## src/rtl/hs_pkg.sv

```systemverilog
`timescale 1ns/1ps
package hs_pkg;
    typedef enum logic {GRP_A = 1'b0, GRP_B = 1'b1} grp_e;

    typedef struct packed {
        logic [2:0] stb;
        logic [2:0] ibf;
        logic [2:0] ack;
        logic [2:0] obf;
        logic [2:0] irq;
    } pcmap_t;

    function automatic pcmap_t pc_map(grp_e g);
        pcmap_t m;
        if (g == GRP_A) begin
            m.stb = 3'd4; m.ibf = 3'd5; m.ack = 3'd6; m.obf = 3'd7; m.irq = 3'd3;
        end else begin
            m.stb = 3'd2; m.ibf = 3'd1; m.ack = 3'd2; m.obf = 3'd1; m.irq = 3'd0;
        end
        return m;
    endfunction
endpackage

```

## src/rtl/hs_edge_det.sv

```systemverilog
`timescale 1ns/1ps
module hs_edge_det #(
    parameter int STAGES = 2
) (
    input  logic clk,
    input  logic rst,
    input  logic din,
    output logic fall,
    output logic rise
);
    logic [STAGES-1:0] sync_q;
    logic              prev_q;

    always_ff @(posedge clk) begin
        if (rst) begin
            sync_q <= '1;
            prev_q <= 1'b1;
        end else begin
            sync_q <= {sync_q[STAGES-2:0], din};
            prev_q <= sync_q[STAGES-1];
        end
    end

    assign fall = prev_q & ~sync_q[STAGES-1];
    assign rise = ~prev_q & sync_q[STAGES-1];
endmodule

```

## src/rtl/hs_in_path.sv

```systemverilog
`timescale 1ns/1ps
module hs_in_path #(
    parameter int W = 8
) (
    input  logic         clk,
    input  logic         rst,
    input  logic         stb_fall,
    input  logic         stb_rise,
    input  logic         rd,
    input  logic         inte,
    input  logic [W-1:0] pins,
    output logic [W-1:0] data,
    output logic         full,
    output logic         irq
);
    always_ff @(posedge clk) begin
        if (rst) begin
            data <= '0;
            full <= 1'b0;
            irq  <= 1'b0;
        end else begin
            if (stb_fall) begin
                data <= pins;
                full <= 1'b1;
            end else if (rd) begin
                full <= 1'b0;
            end
            if (rd)
                irq <= 1'b0;
            else if (stb_rise && inte && full)
                irq <= 1'b1;
        end
    end
endmodule

```

## src/rtl/hs_out_path.sv

```systemverilog
`timescale 1ns/1ps
module hs_out_path #(
    parameter int W = 8
) (
    input  logic         clk,
    input  logic         rst,
    input  logic         wr,
    input  logic [W-1:0] wdata,
    input  logic         ack_fall,
    input  logic         ack_rise,
    input  logic         inte,
    output logic [W-1:0] data,
    output logic         full_n,
    output logic         irq
);
    always_ff @(posedge clk) begin
        if (rst) begin
            data   <= '0;
            full_n <= 1'b1;
            irq    <= 1'b0;
        end else begin
            if (wr) begin
                data   <= wdata;
                full_n <= 1'b0;
            end else if (ack_fall) begin
                full_n <= 1'b1;
            end
            if (wr)
                irq <= 1'b0;
            else if (ack_rise && inte && full_n)
                irq <= 1'b1;
        end
    end
endmodule

```

## src/rtl/hs_port_ctrl.sv

```systemverilog
`timescale 1ns/1ps
module hs_port_ctrl #(
    parameter hs_pkg::grp_e GROUP       = hs_pkg::GRP_A,
    parameter int           DATA_W      = 8,
    parameter int           SYNC_STAGES = 2
) (
    input  logic              clk,
    input  logic              rst,
    input  logic              dir_in,
    input  logic              host_rd,
    input  logic              host_wr,
    input  logic [DATA_W-1:0] host_wdata,
    output logic [DATA_W-1:0] host_rdata,
    input  logic              bsr_valid,
    input  logic [2:0]        bsr_bit,
    input  logic              bsr_set,
    input  logic [DATA_W-1:0] port_in,
    output logic [DATA_W-1:0] port_out,
    output logic              port_oe,
    input  logic              stb_n,
    input  logic              ack_n,
    output logic [7:0]        pc_out,
    output logic [7:0]        pc_oe,
    output logic              intr
);
    import hs_pkg::*;
    localparam pcmap_t MAP = pc_map(GROUP);

    logic stb_fall_raw, stb_rise_raw, ack_fall_raw, ack_rise_raw;
    logic stb_fall, stb_rise, ack_fall, ack_rise;
    logic inte_in, inte_out;
    logic ibf, obf_n, irq_in, irq_out;

    hs_edge_det #(.STAGES(SYNC_STAGES)) u_stb (
        .clk(clk), .rst(rst), .din(stb_n), .fall(stb_fall_raw), .rise(stb_rise_raw));
    hs_edge_det #(.STAGES(SYNC_STAGES)) u_ack (
        .clk(clk), .rst(rst), .din(ack_n), .fall(ack_fall_raw), .rise(ack_rise_raw));

    assign stb_fall = stb_fall_raw & dir_in;
    assign stb_rise = stb_rise_raw & dir_in;
    assign ack_fall = ack_fall_raw & ~dir_in;
    assign ack_rise = ack_rise_raw & ~dir_in;

    always_ff @(posedge clk) begin
        if (rst) begin
            inte_in  <= 1'b0;
            inte_out <= 1'b0;
        end else if (bsr_valid) begin
            if (bsr_bit == MAP.stb) inte_in  <= bsr_set;
            if (bsr_bit == MAP.ack) inte_out <= bsr_set;
        end
    end

    hs_in_path #(.W(DATA_W)) u_in (
        .clk(clk), .rst(rst), .stb_fall(stb_fall), .stb_rise(stb_rise),
        .rd(host_rd & dir_in), .inte(inte_in), .pins(port_in),
        .data(host_rdata), .full(ibf), .irq(irq_in));

    hs_out_path #(.W(DATA_W)) u_out (
        .clk(clk), .rst(rst), .wr(host_wr & ~dir_in), .wdata(host_wdata),
        .ack_fall(ack_fall), .ack_rise(ack_rise), .inte(inte_out),
        .data(port_out), .full_n(obf_n), .irq(irq_out));

    assign intr    = dir_in ? irq_in : irq_out;
    assign port_oe = ~dir_in;

    always_comb begin
        pc_out = '0;
        pc_oe  = '0;
        pc_out[MAP.irq] = intr;
        pc_oe[MAP.irq]  = 1'b1;
        if (dir_in) begin
            pc_out[MAP.ibf] = ibf;
            pc_oe[MAP.ibf]  = 1'b1;
        end else begin
            pc_out[MAP.obf] = obf_n;
            pc_oe[MAP.obf]  = 1'b1;
        end
    end
endmodule

```

## config.mk

```make
export PLATFORM = sky130hd
export DESIGN_NAME = hs_port_ctrl
export DESIGN_NICKNAME = d
export VERILOG_FILES = /design/src/rtl/hs_pkg.sv /design/src/rtl/hs_edge_det.sv /design/src/rtl/hs_in_path.sv /design/src/rtl/hs_out_path.sv /design/src/rtl/hs_port_ctrl.sv
export SDC_FILE = /design/constraint.sdc
export NUM_CORES = 1
export LEC_CHECK = 0
export BUFFER_PORTS_ARGS = -buffer_cell sky130_fd_sc_hd__buf_2
export CAP_MARGIN = 10
export CORE_ASPECT_RATIO = 1.25
export CORE_MARGIN = 2
export CORE_UTILIZATION = 49
export CTS_BUF_LIST = sky130_fd_sc_hd__clkbuf_4 sky130_fd_sc_hd__clkbuf_8
export CTS_CLUSTER_DIAMETER = 150
export DETAILED_ROUTE_END_ITERATION = 7
export PLACE_DENSITY = 0.94
export REMOVE_ABC_BUFFERS = 1
export SLEW_MARGIN = 20
export SYNTH_ARGS = -nofsm -noshare
export SYNTH_HDL_FRONTEND = slang
export SYNTH_SLANG_ARGS = --single-unit
```

## constraint.sdc

```tcl
create_clock -name clk -period 2.1 [get_ports clk]
set_clock_uncertainty 0.1 [all_clocks]
set_input_delay 0.315 -clock clk [delete_from_list [all_inputs] [get_ports clk]]
set_output_delay 0.315 -clock clk [all_outputs]
set_load 0.005 [all_outputs]
```

==> run summary, run 1 <==
Post_cts resized: 0
Final ANT Viol Nets: 0
Post-Synth Simple-Gate Area: 0.217
Crit. Startpoint: u_in.irq
Total congestion overflow: 0
Setup crit end kind: output pin
Max Fclk: 0.672 GHz
Total core area: 0.00223 mm²
Fin crit period: 1.49 ns
H-tree depth: 1
Die area: 0.00279 mm²
HPWL Detailed: 1.82 mm
Post-Synth XOR/XNOR Area: 0
Mapped Cells: 130
Post-CTS Setup Inserts: 0
Final WS setup: 0.611 ns
Placed cell areas: 0.00134 mm²
Syn avg cell area: 8.96 µm²
Crit share post-route: 0.709
Largest net degree at the start of global routing: 29
Startpoint Class: flip-flop
Pint: 0.700 mW
Crit path arrival time: 1.07 ns
Finished Cell Area: 0.00137 mm²
Slew Limit Headroom: 0.639
Worst-margin pin slew: 0.540 ns
Post-CTS Hold Fix Bufs: 0
R2R Setup Slk: 0.91 ns
Vias: 959
Final #Nets: 201
# port buffers: 50
Ant. Diodes: 0
Sequential-to-total area share from yosys stat: 0.481
Yosys reg bits: 28
Worst-path cell chain: mux2_2, buf_2
Top FF cell, synth: dfxtp_1
Most frequent cells in the layout: buf_2 (50), nand2_1 (33), dfxtp_1 (28)
Place WS: 0.672 ns
Cell Rows: 19
Outcome: finished clean
Chip Width: 47.6 µm
Crit path depth: 2
DRC: 0
CTS Buf Count: 3
First-pass GRT wire length: 3.64 mm
Total power: 0.905 mW
Syn-to-layout area delta: 17.8%
WP data required: 1.68 ns
YS warnings: 0
Initial drt markers: 15
Max-slew violation count: 0
Initial Util: 0.521
FF-to-FF End: u_in.data[1]
Clock sinks: 28
Family with the most delay on the worst path: flip-flops
Mapped Area: 0.00116 mm²
Crit-path slowest cell: dfxtp_1
Clock transition at path regs: 0.14 ns
DR vias/cell: 4.72
Worst Path Buf+Inv: 1
Max-Cap Viols: 0
I/O pin count: 62
Multiplexer area fraction after synthesis: 0.0269
Global placement routability congestion: 0.742
Initial antenna violation count: 0
Post-synthesis cell type count: 25
Adder-cell share of the synthesized area: 0
Finish-stage setup viols: 0
Drt first pass iters: 4
Worst Hold Class: input port to flip-flop
Largest family of logic cells by synthesized area: simple AND/OR/NAND/NOR gates
P_leak: 0.650 nW
Unrepaired setup endpoints after global routing: false
Number of flops mapped to enable cells by yosys: 0
DRT Wirelength: 2.30 mm
Fillers: 215
NetSw: 0.205 mW
Final hold violation count: 0
Vias in the first global route: 908
R2R cell count: 3
Switching fraction of total power: 0.227
FFs w/ async S/R, synth: 0
Setup TNS: 0 ns
Commonest non-fill, non-tap cell in the layout: buf_2
Clock power frac: 0.279
Largest stage delay, worst path: 0.35 ns
Synth Area in Compound Gates: 0.129
CTS tree: yes
WS Path Type: flip-flop to output pin
Combinational power share: 0.106
Final core occ: 0.614
Die Span Y: 58.5 µm
RR Startpoint: u_stb.sync_q[1]
Setup crit end: intr
PD cells: 659 mW/mm²
Sequential fraction of design power: 0.616
Max Root-Sink Buffers: 2
DR WL/cell: 11.3 µm
Worst-Skew Late Latency: 0.31 ns
Worst Path Max Fanout: 2
Clk root buf: clkbuf_4
VDD IR max: 0.000389 V
Fraction of layout cells with a size suffix above 1: 0.424
Tot GR Track Use: 0.177
worst register-to-register path, delay by kind of cell, from the launching register on:
| kind | cells | cell delay (ns) |
|---|---|---|
| DFF | 1 | 0.36 |
| and+or+nand+nor | 2 | 0.55 |
| AOI/OAI and AO/OA | 1 | 0.13 |
cell usage after synthesis, types with 2 or more instances:
| master | number | area (µm²) |
|---|---|---|
| mux2i_1 | 2 | 20.0 |
| a21oi_1 | 9 | 45.0 |
| inv_1 | 3 | 11.3 |
| a41oi_1 | 2 | 17.5 |
| nand2_1 | 33 | 124 |
| nor2_1 | 3 | 11.3 |
| dfxtp_1 | 28 | 561 |
| buf_2 | 4 | 20.0 |
| or2_2 | 6 | 37.5 |
| a21oi_2 | 9 | 78.8 |
| buf_4 | 16 | 120 |
| conb_1 | 2 | 7.51 |
routing by layer:
layer	vias to the layer above	routed length, µm	global-route usage
met5	-	0	0
met4	0	0	0.0463
li1	479	-	-
met2	54	1220	0.344
met1	426	907	0.184
met3	0	170	0.0276
layout make-up:
type,instances,area [µm²],share of cell area
well taps,31,38.8,0.0283
clock buffers,4,36.3,0.0264
flip-flops and latches,28,561,0.408
inverters,3,11.3,0.00820
repair buffers,50,250,0.182
multi-input cells,87,475,0.346
through the flow:
stage          hold WS [ns]  instances
2_1_floorplan         0.277        118
3_3_place_gp          0.292        199
3_5_place_dp          0.303        199
4_1_cts              0.0649        203
5_1_grt              0.0433        203
6_report             0.0741        203
state kept, by name, summed over array words and instances (netlist names):
| register | count |
|---|---|
| u_in.data | 8 |
| u_out.data | 8 |
| u_ack.sync_q | 2 |
| u_stb.sync_q | 2 |
| inte_in | 1 |
| inte_out | 1 |
| u_ack.prev_q | 1 |
| u_in.full | 1 |
| u_in.irq | 1 |
| u_out.full_n | 1 |
| u_out.irq | 1 |
| u_stb.prev_q | 1 |
worst min-delay path by stage:
| stage | endpoint | startpoint | cells after the start |
|---|---|---|---|
| 4_1_cts | u_stb.sync_q[0] | stb_n | 2 |
| 3_3_place_gp | u_stb.sync_q[1] | u_stb.sync_q[0] | 1 |
| 6_report | u_stb.sync_q[0] | stb_n | 2 |
| 2_1_floorplan | u_in.data[0] | rst | 1 |
| 5_1_grt | u_stb.sync_q[0] | stb_n | 2 |
| 3_5_place_dp | u_stb.sync_q[1] | u_stb.sync_q[0] | 1 |
power groups by stage:
stage	combinational (mW)	sequential [mW]	clock [mW]
after global placement	0.0914	0.568	0
after floorplan	0.0380	0.569	0
after detailed placement	0.0955	0.569	0
after CTS	0.0957	0.557	0.260
final	0.0956	0.557	0.252
after global routing	0.109	0.560	0.284
logic make-up (layout without fill, tap and decap cells):
family,Yosys count,after routing
other cells,2,11
flops,28,28
simple gates,52,52
mux,3,3
compound gates,21,21
buf+inv,24,57
Note: power is estimated with default switching activity, not from simulation.
==> run 2, diff against run 1 <==
- ABC_AREA: default -> 1
- CORE_UTILIZATION: 49 -> 45
- PLACE_DENSITY: 0.94 -> 0.89
- clock period: 2.1 -> 1.4 ns (I/O delays scaled with it)
==> run 2 against run 1 <==
Against the previous run: via count increased by 5.5%; clock-buffer cell count is 1 lower; combinational power increased by 92%; final area rose by 5.0%; setup slack got worse by 0.54 ns; sequential share of layout area decreased by 1.9 points; sequential cell count unchanged; non-clock buffer count up 6; final cell count is 16% higher; critical path type unchanged.
==> run summary, run 2 <==
Final ANT Viol Nets: 0 (unchanged)
Storage cell area: 561 µm² (unchanged)
HPWL Detailed: 1.66 mm (was 1.82 mm)
Crit. Startpoint: u_out.irq (was u_in.irq)
Switching fraction of total power: 0.217 (was 0.227)
Count leader, synth: nor2_1 (was nand2_1)
Final core occ: 0.600 (was 0.614)
PD cells: 1070 mW/mm² (was 659 mW/mm²)
Final #Nets: 231 (was 201)
Top cell type's share of synthesized area: 0.495 (was 0.481)
Final WS setup: 0.0724 ns (was 0.611 ns)
YS warnings: 0 (unchanged)
NetSw: 0.335 mW (was 0.205 mW)
Crit share post-route: 0.948
Grt peak-use layer: met2 (unchanged)
Largest net degree at the start of global routing: 17 (was 29)
First-pass GRT wire length: 3.56 mm (was 3.64 mm)
Clock sinks: 28 (unchanged)
Most frequent cells in the layout: buf_2 (50), nor2_1 (38), dfxtp_1 (28) (was buf_2 (50), nand2_1 (33), dfxtp_1 (28))
P_leak: 0.769 nW (was 0.650 nW)
CTS tree: yes (unchanged)
Total congestion overflow: 0 (unchanged)
Worst-Skew Late Latency: 0.31 ns (about the same)
Fraction of layout cells with a size suffix above 1: 0.327 (was 0.424)
Grt met3 use: 0.0350 (was 0.0276)
Commonest non-fill, non-tap cell in the layout: buf_2 (unchanged)
DRC: 0 (unchanged)
WS Path Type: flip-flop to output pin (unchanged)
R2R Setup Slk: 0.32 ns (was 0.91 ns)
Outcome: finished clean (unchanged)
Place WS: 0.203 ns (was 0.672 ns)
DR vias/cell: 4.31 (was 4.72)
Hold_ws: 0.0162 ns (was 0.0741 ns)
Top FF cell, synth: dfxtp_1 (unchanged)
Area of the multi-input gates: 419 µm² (was 475 µm²)
Leading area contributor after synthesis: dfxtp_1 (unchanged)
Die Span Y: 60.1 µm (was 58.5 µm)
Clk root buf: clkbuf_4 (unchanged)
Min-Delay Endpoint: u_out.data[0] (was u_stb.sync_q[0])
Syn-to-layout area delta: 27.3% (was 17.8%)
Initial Util: 0.471 (was 0.521)
Cell Rows: 20 (was 19)
Worst hold start: host_wdata[0] (was stb_n)
Setup crit end kind: output pin (unchanged)
Crit path arrival time: 1.02 ns (was 1.07 ns)
Worst Hold Class: input port to flip-flop (unchanged)
Total core area: 0.00240 mm² (was 0.00223 mm²)
Initial drt markers: 6 (was 15)
Pint: 1.21 mW (was 0.700 mW)
Global placement routability congestion: 0.734 (was 0.742)
Sequential fraction of design power: 0.548 (was 0.616)
Met2 usage: 0.309 (was 0.344)
WHS Path Cells: 3 (was 2)
Vias: 1012 (was 959)
Fillers: 245 (was 215)
Sequential-to-total area share from yosys stat: 0.495 (was 0.481)
RR Startpoint: u_stb.sync_q[1] (unchanged)
Ant. Diodes: 0 (unchanged)
FF-to-FF End: u_in.data[1] (unchanged)
Setup TNS: 0 ns (unchanged)
M1 GR Usage: 0.169 (was 0.184)
# port buffers: 50 (unchanged)
Worst Path Max Fanout: 2 (unchanged)
Largest regs: u_in.data (8), u_out.data (8) (unchanged)
Fin crit period: 1.33 ns
Number of flops mapped to enable cells by yosys: 0 (unchanged)
Clock power frac: 0.334 (was 0.279)
Yosys reg bits: 28 (unchanged)
DRT Wirelength: 2.12 mm (was 2.30 mm)
Max Root-Sink Buffers: 2 (unchanged)
Final hold violation count: 0 (unchanged)
Max Fclk: 0.753 GHz
Startpoint Class: flip-flop (unchanged)
Total power: 1.55 mW (was 0.905 mW)
Post-synthesis cell type count: 18 (was 25)
CTS Buf Count: 3 (unchanged)
R2R cell count: 5 (was 3)
VDD IR max: 0.000746 V (was 0.000389 V)
Syn avg cell area: 7.55 µm² (was 8.96 µm²)
Initial antenna violation count: 0 (unchanged)
Mapped Cells: 150 (was 130)
Post-synth top cells: nor2_1 (38), dfxtp_1 (28), nand2_1 (17), buf_4 (14), inv_1 (14) (was nand2_1 (33), dfxtp_1 (28), buf_4 (16), a21oi_1 (9), a21oi_2 (9))
Clock transition at path regs: 0.15 ns (was 0.14 ns)
Tot GR Track Use: 0.156 (was 0.177)
H-tree depth: 1 (unchanged)
Max-Cap Viols: 0 (unchanged)
Chip Width: 48.9 µm (was 47.6 µm)
Combinational power share: 0.119 (was 0.106)
Mapped Area: 0.00113 mm² (was 0.00116 mm²)
DR WL/cell: 9.00 µm (was 11.3 µm)
Vias in the first global route: 906 (was 908)
Largest cells by area after synthesis: dfxtp_1 (50%), nor2_1 (13%), buf_4 (9.3%) (was dfxtp_1 (48%), nand2_1 (11%), buf_4 (10%))
I/O pin count: 62 (unchanged)
FFs w/ async S/R, synth: 0 (unchanged)
Drt first pass iters: 2 (was 4)
Max-slew violation count: 0 (unchanged)
WP data required: 1.09 ns (was 1.68 ns)
Finish-stage setup viols: 0 (unchanged)
Die area: 0.00294 mm² (was 0.00279 mm²)
Unrepaired setup endpoints after global routing: false (unchanged)
-- run 2: changes by cell type after synthesis, sizes merged, moves of 2 or more --
cell   delta
buf       -5
a41oi     -2
nand3     +5
a21oi    -13
or2       -2
mux2i     -2
nor2b     -2
nand2    -15
inv      +12
nor2     +35
o21ai    +17
-- run 2: final cells by class --
type                       count  area share
sequential                    28       0.389
multi-input combinational     98       0.291
timing repair buffer          56       0.210
inverter                      16      0.0451
tap                           33      0.0286
clock inverter                 1      0.0208
clock buffer                   3      0.0156
-- run 2: logic make-up after synthesis --
kind of cell	share of synthesized area
AO/OA/AOI/OAI	0.0972
buffers and inverters	0.165
AND/OR/NAND/NOR	0.236
flip-flops	0.495
other	0.00663
-- run 2: worst max-delay path by stage --
stage                     to  slack [ns]  cells after the start
4_1_cts            u_out.irq        0.05                      6
6_report                intr        0.07                      3
3_3_place_gp   u_out.data[3]        0.27                      6
5_1_grt                 intr      0.0006                      3
3_5_place_dp   u_out.data[7]        0.20                      6
2_1_floorplan   u_in.data[0]        0.47                      5
-- run 2: critical path: stages (launching register included) --
cell and delay [ns]:
dfxtp_1 0.35, inv_1 0.05, o21ai_1 0.16, buf_2 0.14
-- run 2: metrics by stage --
step / area (µm²) / instances
3_5_place_dp: 1340 / 226
2_1_floorplan: 1040 / 142
4_1_cts: 1420 / 233
3_3_place_gp: 1340 / 226
5_1_grt: 1440 / 235
6_report: 1440 / 235
-- run 2: power by group through the flow --
stage / Sequential (mW) / Clock, mW / Combinational (mW)
floorplan: 0.866 / 0 / 0.0833
global route: 0.853 / 0.567 / 0.211
global placement: 0.864 / 0 / 0.170
finish: 0.847 / 0.516 / 0.184
CTS: 0.848 / 0.535 / 0.180
detailed placement: 0.865 / 0 / 0.173
-- run 2: metal layers --
metal,wire length [µm],part of all wire
met5,0,0
met4,0,0
met3,130,0.061
met2,1100,0.52
met1,888,0.42
-- run 2: what timing repair did --
| action | CTS | global route |
|---|---|---|
| buffers inserted | 0 | 2 |
| hold buffers | 3 | 0 |
| endpoints found under the hold margin | 3 | 0 |
| setup endpoints to repair | 2 | 4 |
| gates resized for setup | 1 | 1 |
